**config.mk**
```make
export PLATFORM = sky130hd
export DESIGN_NAME = dual_rail_pipe
export DESIGN_NICKNAME = d
export VERILOG_FILES = /design/src/rtl/dual_rail_pipe.sv
export SDC_FILE = /design/constraint.sdc
export NUM_CORES = 1
export LEC_CHECK = 0
export BUFFER_PORTS_ARGS = -buffer_cell sky130_fd_sc_hd__buf_2
export CAP_MARGIN = 20
export CORE_MARGIN = 1.5
export CORE_UTILIZATION = 35
export CTS_CLUSTER_SIZE = 20
export DETAILED_ROUTE_END_ITERATION = 7
export HOLD_SLACK_MARGIN = 0.03
export PLACE_DENSITY = 0.55
export REMOVE_ABC_BUFFERS = 1
export SLEW_MARGIN = 40
export SYNTH_ARGS = -nofsm -noshare
export SYNTH_HDL_FRONTEND = slang
export SYNTH_SLANG_ARGS = --single-unit
```
**constraint.sdc**
```tcl
create_clock -name clk -period 3 [get_ports clk]
set_input_delay 0.6 -clock clk [delete_from_list [all_inputs] [get_ports clk]]
set_output_delay 0.6 -clock clk [all_outputs]
set_load 0.1 [all_outputs]
```
**src/rtl/dual_rail_pipe.sv**
```systemverilog
module dual_rail_pipe #(
  parameter int W     = 8,
  parameter int DEPTH = 4,
  parameter bit FULL  = 1'b0
) (
  input  logic         clk,
  input  logic         rst,
  input  logic [W-1:0] in_t,
  input  logic [W-1:0] in_f,
  output logic         in_en,
  output logic [W-1:0] out_t,
  output logic [W-1:0] out_f,
  input  logic         out_en,
  output logic         err
);

  logic [W-1:0] rt [0:DEPTH];
  logic [W-1:0] rf [0:DEPTH];
  logic         en [0:DEPTH];

  assign rt[0]     = in_t;
  assign rf[0]     = in_f;
  assign en[DEPTH] = out_en;
  assign in_en     = en[0];
  assign out_t     = rt[DEPTH];
  assign out_f     = rf[DEPTH];

  for (genvar s = 0; s < DEPTH; s++) begin : g_stage
    logic [W-1:0] qt, qf;
    assign rt[s+1] = qt;
    assign rf[s+1] = qf;

    if (!FULL) begin : g_half
      logic         done;
      logic [W-1:0] dn;
      assign dn    = {W{en[s+1]}};
      assign en[s] = ~done;
      always_ff @(posedge clk) begin
        if (rst) begin
          qt   <= '0;
          qf   <= '0;
          done <= 1'b0;
        end else begin
          qt <= (rt[s] & dn) | (qt & (rt[s] | dn));
          qf <= (rf[s] & dn) | (qf & (rf[s] | dn));
          if (&(qt | qf))       done <= 1'b1;
          else if (~|(qt | qf)) done <= 1'b0;
        end
      end
    end else begin : g_full
      logic took, in_valid, in_spacer, grab;
      assign in_valid  = &(rt[s] | rf[s]);
      assign in_spacer = ~|(rt[s] | rf[s]);
      assign grab      = in_valid && en[s+1] && ~|(qt | qf) && !took;
      assign en[s]     = ~took;
      always_ff @(posedge clk) begin
        if (rst) begin
          qt   <= '0;
          qf   <= '0;
          took <= 1'b0;
        end else begin
          if (grab) begin
            qt <= rt[s];
            qf <= rf[s];
          end else if (!en[s+1]) begin
            qt <= '0;
            qf <= '0;
          end
          if (grab)           took <= 1'b1;
          else if (in_spacer) took <= 1'b0;
        end
      end
    end
  end

  logic bad;
  always_comb begin
    bad = 1'b0;
    for (int k = 0; k <= DEPTH; k++) bad = bad | (|(rt[k] & rf[k]));
  end

  always_ff @(posedge clk) begin
    if (rst) err <= 1'b0;
    else     err <= err | bad;
  end

  p_ack_after_data_r4: assert property (@(posedge clk) disable iff (rst)
    $fell(in_en) |-> $past(&(in_t | in_f)));
  p_release_after_spacer_r4: assert property (@(posedge clk) disable iff (rst)
    $rose(in_en) |-> $past(~|(in_t | in_f)));
  p_hold_valid_r5: assert property (@(posedge clk) disable iff (rst)
    out_en |=> ((($past(out_t) & ~out_t) == '0) && (($past(out_f) & ~out_f) == '0)));
  p_no_rise_r5: assert property (@(posedge clk) disable iff (rst)
    !out_en |=> (((out_t & ~$past(out_t)) == '0) && ((out_f & ~$past(out_f)) == '0)));
  p_in_illegal_r9: assert property (@(posedge clk) disable iff (rst)
    (|(in_t & in_f)) |=> err);
  p_out_illegal_r9: assert property (@(posedge clk) disable iff (rst)
    (|(out_t & out_f)) |-> err);
  p_err_sticky_r9: assert property (@(posedge clk) disable iff (rst)
    err |=> err);

endmodule

```
* Word level (Yosys, flattened, before mapping)
Cells that the tools add are included.
** Storage, ports and cells
- Logic and storage cells :: 88
- Input port bits :: 19
- Flip-flop bits (word level) :: 69
- Output and inout port bits :: 18
** Operators by class
- Equal/unequal tests :: 4
- Reductions and logical operators :: 13
- Multiplexer cells :: 8
- Bitwise operators :: 50
** Operators with widths (number)
- 8-bit bitwise AND :: 21
- 8-bit OR :: 20
- 8-bit OR reduction :: 9
- 8-bit AND reduction :: 4
- 1-bit two-way mux :: 8
- 2-bit != test (second input constant) :: 4
- 1-bit OR :: 5
- 1-bit inverter :: 4

* Logic depth before layout (Yosys ltp)
Gate-level depths: netlist of run 1.
- Depth in word-level cells :: 7
- Gate-level depth with buffers :: 5
- Gate-level depth less buffers :: 4

* Worst setup path before layout of run 1
OpenSTA, ideal clock, no wires.
- Path type :: register to register
- Start point :: register g_stage[3].qf[5], in the netlist out_f[5]
- End point :: register g_stage[3].g_half.done
- Arrival time :: 1.599 ns
- Stages on the path, launching flop included :: 5
- Period minus slack after synthesis :: 1.664 ns
- Setup slack :: 1.336 ns
- Library setup time :: 0.065 ns
- Data required time :: 2.935 ns
- Buffers on the path :: 0
- Cell sequence :: dfxtp_1 o22ai_1 nor4_1 a21oi_1 nor2_1
** Between the ends
- Longest elaborated chain between the ends :: 3
- Elaborated cells on any way between the ends :: 5
- Classes of those cells :: eq/ne (1); mux (1); bitwise (1); reduce/logical (2)
** RTL lines
- from (decl) :: line 29 : logic [W-1:0] qt, qf;
- from (signal assigned) :: line 45 : qf <= (rf[s] & dn) | (qf & (rf[s] | dn));
- 8-bit OR (*) :: line 46, 47
- 8-bit AND reduction or 8-bit OR reduction (tied branches) :: line 46, 47
- 2-bit != test (no source line) or 1-bit two-way mux (tied branches)
- to (signal assigned) :: line 42 : done <= 1'b0;
- to (signal assigned) :: line 46 : if (&(qt | qf)) done <= 1'b1;
- to (signal assigned) :: line 47 : else if (~|(qt | qf)) done <= 1'b0;
- to (decl) :: line 34 : logic done;
Every way passes the cells marked *; elsewhere a longest branch is shown, timed or not.
A chain may end at the register's enable or synchronous reset.

* Worst setup path in the final report of run 1
- Start point :: register g_stage[3].qt[1], in the netlist out_t[1]
- End point :: output out_t[1]
** RTL lines
- from (decl) :: line 29
- from (signal assigned) :: line 44 : qt <= (rt[s] & dn) | (qt & (rt[s] | dn));
- to (decl) :: line 11 : output logic [W-1:0] out_t,
No word-level cell between the ends.

==> run_results.csv, run 1 <==
group,metric,value,unit
floorplan,die_area,8945,um2
worst_setup_path,critPathSlowestCell,"buf_2",
detailed_routing,firstDrtPassIters,6,
cells_and_area,layout_commonest_cell,"nor2_1",
floorplan,io_pins,37,
detailed_routing,first_iter_violations,195,
hold_path,hp-start,"in_t[1]",
pwr,clkPwrFrac,0.310,
cells_and_area,nets,452,
detailed_routing,post_drt_wl_per_cell,15.82,um
clocking,clockRootBuffer,"clkbuf_8",
worst_setup_path,arrival,1290,ps
clocking,hold_buffers,0,
placed_design,gp_congestion,0.7575,
clocking,insertion_delay,340,ps
cells_and_area,drive_gt1_frac,0.1149,
pwr,vdd_ir_drop_max,218.2,uV
floorplan,dieWidth,94.58,um
detailed_routing,via_per_inst,5.463,
detailed_routing,ant_nets,0,
logic_synthesis,synthesis.area,2935,um2
logic_synthesis,syn_inst,400,
pwr,total_power,2243,uW
worst_setup_path,cp.depth,1,
floorplan,chipHeight,94.58,um
detailed_routing,drt-total-wl,8541,um
sta,setup_slack,1112,ps
global_route,busiest_layer,"met2",
flow_run,drv_cap,0,
worst_setup_path,critPathTopFamily,"buffers and inverters",
worst_setup_path,worstSetupStartpointType,"register",
clocking,cts_max_level,3,
detailed_routing,drc_errors,0,
logic_synthesis,ys_seq_area_frac,0.4706,
clocking,clk_pin_slew,70,ps
sta,clock_skew,6.767,ps
pwr,power_density,667.8,nW/um2
cells_and_area,area_delta_synth_final,14.45,%
floorplan,core,8175,um2
pwr,seqPwrFrac,0.513,
sta,final.setup.tns,0,ps
sta,finalSetupViolCount,0,
logic_synthesis,ys_warn_count,0,
logic_synthesis,ys_types,17,
worst_setup_path,end_kind,"output port",
sta,rsz0062_at_grt,"false",
pwr,power.switching,755.9,uW
worst_setup_path,path_cells,"buf_2",
clocking,clockBufferDepth,2,
logic_synthesis,netlist.top_cell.by_area,"dfxtp_1",
worst_setup_path,cpPeakStageDelay,480,ps
detailed_routing,via_count,2950,
global_route,grt_pass1_vias,2556,
worst_setup_path,path_buf_inv,1,
pwr,netSwitchingFraction,0.3370,
sta,final_max_slew_viol_count,0,
pwr,leakage,0.001336,uW
worst_setup_path,r2r_cells,4,
logic_synthesis,synth.area.top_cells,"dfxtp_1, nor2_1, a21oi_1",
cells_and_area,stdcell_area,3359,um2
logic_synthesis,ys_ff_latch,69,
global_route,antenna_found_initial,0,
logic_synthesis,synth_top_area_frac,0.4706,
global_route,grt_usage,0.2036,
outcome,status,"finished, final reports clean",
sta,layout_worst_path_cycle_share,0.6295,
sta,maxSlewHeadroom,0.4639,
placed_design,place_area,3187,um2
placed_design,post-place-cells,527,
pwr,p_comb_frac,0.177,
sta,period_minus_slack,1888,ps
global_route,globalRouteMet3Util,0.04589,
clocking,cts_buffers,9,
sta,timing_hold_violations_final,0,
placed_design,hpwl,5792,um
hold_path,hp-class,"input pin to register",
placed_design,port_buffers,36,
floorplan,start_util,0.3590,
hold_path,whs_path_depth,3,
global_route,grt_pass1_wl,13500,um
clocking,cts_tree,"done",
worst_setup_path,crit_type,"register to output port",
global_route,met1_usage,0.2789,
worst_setup_path,r2r_start,"out_f[0]",
cells_and_area,layout_common_cells,"nor2_1, a21oi_1, dfxtp_1",
clocking,cts_resized,0,
pwr,p_int,1487,uW
global_route,met2_usage,0.3106,
cells_and_area,final_cell_count_no_fill,540,
sta,worstMarginPinSlew,803.0,ps
placed_design,post-place-ws,1430,ps
cells_and_area,antenna_cells,0,
global_route,grt_remaining_overflow,0,
clocking,postCtsSetupBuffers,0,
floorplan,std_cell_rows,33,
sta,timing.fmax,529.5,MHz
worst_setup_path,critPathMaxFanout,6,
worst_setup_path,worstPathRequired,2400,ps
logic_synthesis,syn_avg_cell_area,7.338,um2
clocking,clock-sinks,69,
global_route,grt_max_degree,70,
worst_setup_path,cp-startpoint,"out_t[1]",
-- worst paths after layout --
kind	to	slack [ps]
worst max-delay path	out_t[1]	1110
worst min-delay path	g_stage[0].qt[1]	520
worst max register to register	g_stage[3].g_half.done	1630
worst min register to register	out_f[7]	530
-- cells by family after synthesis --
group	count (synthesis)	share of synthesized area
and+or+nand+nor	194	0.2732
DFF	69	0.4706
AOI/OAI and AO/OA	121	0.2319
buffers and inverters	16	0.02429
-- power groups by stage --
stage	clock, uW	sequential [uW]	combinational, uW
finish	696	1150	396
global route	760	1170	440
CTS	710	1150	399
detailed placement	0	1170	396
global placement	0	1170	389
floorplan	0	1230	198
-- layer usage --
| metal | up-vias | wire length, um | share of wire |
|---|---|---|---|
| li1 | 1482 | - | - |
| met1 | 1390 | 4146 | 0.49 |
| met2 | 68 | 3883 | 0.45 |
| met3 | 10 | 374 | 0.044 |
| met4 | 0 | 137 | 0.016 |
| met5 | - | 0 | 0 |
-- registers in the layout, summed over array words and instances, names as in the netlist --
signal and flops:
out_t 8, out_f 8, g_stage.g_half.done 4, g_stage.qt 24
g_stage.qf 24, err 1
-- stage by stage --
step,utilization,hold WS (ps)
3_3_place_gp,0.3898,508.1
2_1_floorplan,-,456.4
5_1_grt,0.4109,510.5
3_5_place_dp,0.3898,507.7
6_report,0.4109,516.5
4_1_cts,0.4109,508.9
-- cell usage after synthesis, drive strengths merged --
cell    number
a21oi       70
a221oi       2
a222oi       1
a22o         2
a22oi       14
and3         1
buf          9
clkbuf       6
dfxtp       69
inv          1
nand2       16
nand3        1
nand4        7
nor2       148
nor4        21
o21ai       16
o22ai       16
-- tightest hold or removal path: stages --
cell     delay (ps)
buf_2            90
a21oi_1          60
nor2_1           70
-- layout make-up --
type / instances / area, um2
multi-input cells: 315 / 1483
clock inverters: 1 / 7.507
well taps: 105 / 131.4
inverters: 1 / 3.754
flip-flops and latches: 69 / 1381
clock buffers: 12 / 165.2
fillers: 864 / 4816
repair buffers: 37 / 187.7
Power figures use the tool's default switching activity.
==> run 2: changes to the inputs <==
- ABC_AREA: not set -> 1
- PLACE_DENSITY: 0.55 -> 0.56
- clock period: 3 -> 1.5 ns (I/O delays scaled with it)
==> run 2 against run 1 <==
Net effect: sequential share of layout area down 3.5 points; die area increased by 8.0%; largest cell class unchanged; largest power group unchanged; sequential cell count stayed put; clock-buffer cell count up 2; via count rose by 2.0%.
==> run_results.csv, run 2 <==
group,metric,value,unit
placed_design,port_buffers,36,
clocking,cts_buffers,9,
detailed_routing,post_drt_wl_per_cell,14.15,um
logic_synthesis,ys_seq_area_frac,0.4348,
sta,maxSlewHeadroom,0.6013,
placed_design,place_area,3456,um2
sta,worstMarginPinSlew,597.4,ps
worst_setup_path,rrSetupSlack,320,ps
cells_and_area,nets,502,
logic_synthesis,ys_warn_count,0,
worst_setup_path,path_buf_inv,1,
cells_and_area,layout_common_cells,"nand2_1, dfxtp_1, a21oi_1",
floorplan,chipHeight,98.27,um
clocking,insertion_delay,340,ps
logic_synthesis,syn_inst,445,
logic_synthesis,syn_avg_cell_area,7.139,um2
outcome,status,"finished, final reports clean",
floorplan,core,8763,um2
detailed_routing,ant_nets,0,
floorplan,std_cell_rows,34,
worst_setup_path,critPathTopFamily,"buffers and inverters",
floorplan,start_util,0.3625,
worst_setup_path,end_kind,"output port",
worst_setup_path,crit_type,"register to output port",
global_route,grt_pass1_wl,13960,um
worst_setup_path,path_cells,"buf_2",
hold_path,hp-start,"in_t[7]",
cells_and_area,area_delta_synth_final,15.64,%
worst_setup_path,cp-endpoint,"out_t[2]",
logic_synthesis,netlist.top_cell.by_area,"dfxtp_1",
placed_design,gp_congestion,0.8335,
clocking,clockRootBuffer,"clkbuf_8",
detailed_routing,first_iter_violations,135,
placed_design,hpwl,6271,um
detailed_routing,via_per_inst,5.055,
global_route,antenna_found_initial,0,
sta,final.setup.tns,0,ps
logic_synthesis,async_flop_share,0,
cells_and_area,reg.largest.list,"g_stage.qf (24), g_stage.qt (24)",
global_route,grt_max_degree,42,
floorplan,die_area,9657,um2
global_route,grt_pass1_vias,2848,
global_route,grt_remaining_overflow,0,
clocking,cts_tree,"done",
worst_setup_path,r2r_start,"g_stage[1].qt[3]",
logic_synthesis,synth_edf_count,0,
worst_setup_path,cp-startpoint,"out_t[2]",
floorplan,io_pins,37,
sta,layout_worst_path_cycle_share,0.9763,
pwr,vdd_ir_drop_max,426.6,uV
detailed_routing,via_count,3008,
clocking,postCtsSetupBuffers,0,
hold_path,hp-class,"input pin to register",
clocking,clock-sinks,69,
cells_and_area,layout_commonest_cell,"nand2_1",
detailed_routing,drt-total-wl,8419,um
cells_and_area,finish.utilization,0.4192,
detailed_routing,drc_errors,0,
worst_setup_path,r2r_cells,8,
worst_setup_path,r2r_end,"err",
logic_synthesis,synth.area.top_cells,"dfxtp_1, nand2_1, a21oi_1",
worst_setup_path,worstPathRequired,1200,ps
worst_setup_path,critPathSlowestCell,"buf_2",
logic_synthesis,ys_ff_latch,69,
logic_synthesis,synth.most_common_cell,"nand2_1",
logic_synthesis,ys.flop_type,"dfxtp_1",
sta,finalSetupViolCount,0,
flow_run,drv_cap,0,
worst_setup_path,worstSetupStartpointType,"register",
cells_and_area,stdcell_area,3674,um2
logic_synthesis,synth_top_area_frac,0.4348,
logic_synthesis,synthTopCellsByCount,"nand2_1, dfxtp_1, a21oi_1",
global_route,grt_usage,0.1837,
pwr,total_power,4202,uW
sta,period_minus_slack,1465,ps
worst_setup_path,critPathMaxFanout,4,
pwr,power_density,1144,nW/um2
pwr,leakage,0.001628,uW
clocking,cts_max_level,3,
sta,clock_skew,2.945,ps
clocking,clk_pin_slew,70,ps
worst_setup_path,cpPeakStageDelay,450,ps
worst_setup_path,arrival,1160,ps
clocking,clockBufferDepth,2,
sta,timing.fmax,682.8,MHz
logic_synthesis,synthesis.area,3177,um2
floorplan,dieWidth,98.27,um
detailed_routing,firstDrtPassIters,4,
logic_synthesis,ys_types,18,
cells_and_area,antenna_cells,0,
worst_setup_path,cp.depth,1,
clocking,hold_buffers,0,
sta,final_max_slew_viol_count,0,
cells_and_area,drive_gt1_frac,0.2300,
sta,timing_hold_violations_final,0,
sta,rsz0062_at_grt,"false",
## run 2: repair_timing
action	CTS	global route
cloned	0	0
setup endpoints to repair	6	10
gates resized for setup	6	10
## run 2: cell families (layout without fill, tap and decap cells)
kind of cell           count (synthesis)  after routing  share of synthesized area
AOI/OAI and AO/OA                    133            133                     0.2320
and+or+nand+nor                      193            193                     0.2659
buffers and inverters                 50             92                    0.06735
DFF                                   69             69                     0.4348
## run 2: power breakdown
group          switching, uW  internal [uW]  total, uW
clock                    682            727       1410
sequential               180           1960       2140
combinational            452            202        654
## run 2: routing by layer
| layer | vias to the layer above | routed length, um | track usage |
|---|---|---|---|
| met3 | 8 | 402 | 0.04724 |
| met2 | 70 | 3886 | 0.3029 |
| met5 | - | 0 | 0 |
| met1 | 1371 | 4027 | 0.2413 |
| met4 | 0 | 103 | 0.04550 |
| li1 | 1559 | - | - |
## run 2: area by class of cell
type / count / area [um2]
fillers: 947 / 5090
multi-input cells: 326 / 1582
flip-flops and latches: 69 / 1381
repair buffers: 39 / 255.2
clock buffers: 14 / 172.7
inverters: 38 / 142.6
well taps: 108 / 135.1
clock inverters: 1 / 5.005
## run 2: per-stage QoR
stage	hold slack, ps	std cells	setup slack [ps]
2_1_floorplan	362.4	433	-100.3
3_3_place_gp	455.4	580	289.7
3_5_place_dp	462.8	580	290.4
4_1_cts	209.0	595	0.2389
5_1_grt	230.7	595	8.346
6_report	217.6	595	35.48
## run 2: worst min path at each step
stage | endpoint | slack (ps) | cells after the start
6_report | g_stage[0].qt[7] | 220 | 3
5_1_grt | g_stage[0].qf[7] | 230 | 3
4_1_cts | g_stage[0].qt[7] | 210 | 3
3_5_place_dp | g_stage[1].g_half.done | 460 | 2
3_3_place_gp | g_stage[1].g_half.done | 460 | 2
2_1_floorplan | g_stage[0].g_half.done | 360 | 1
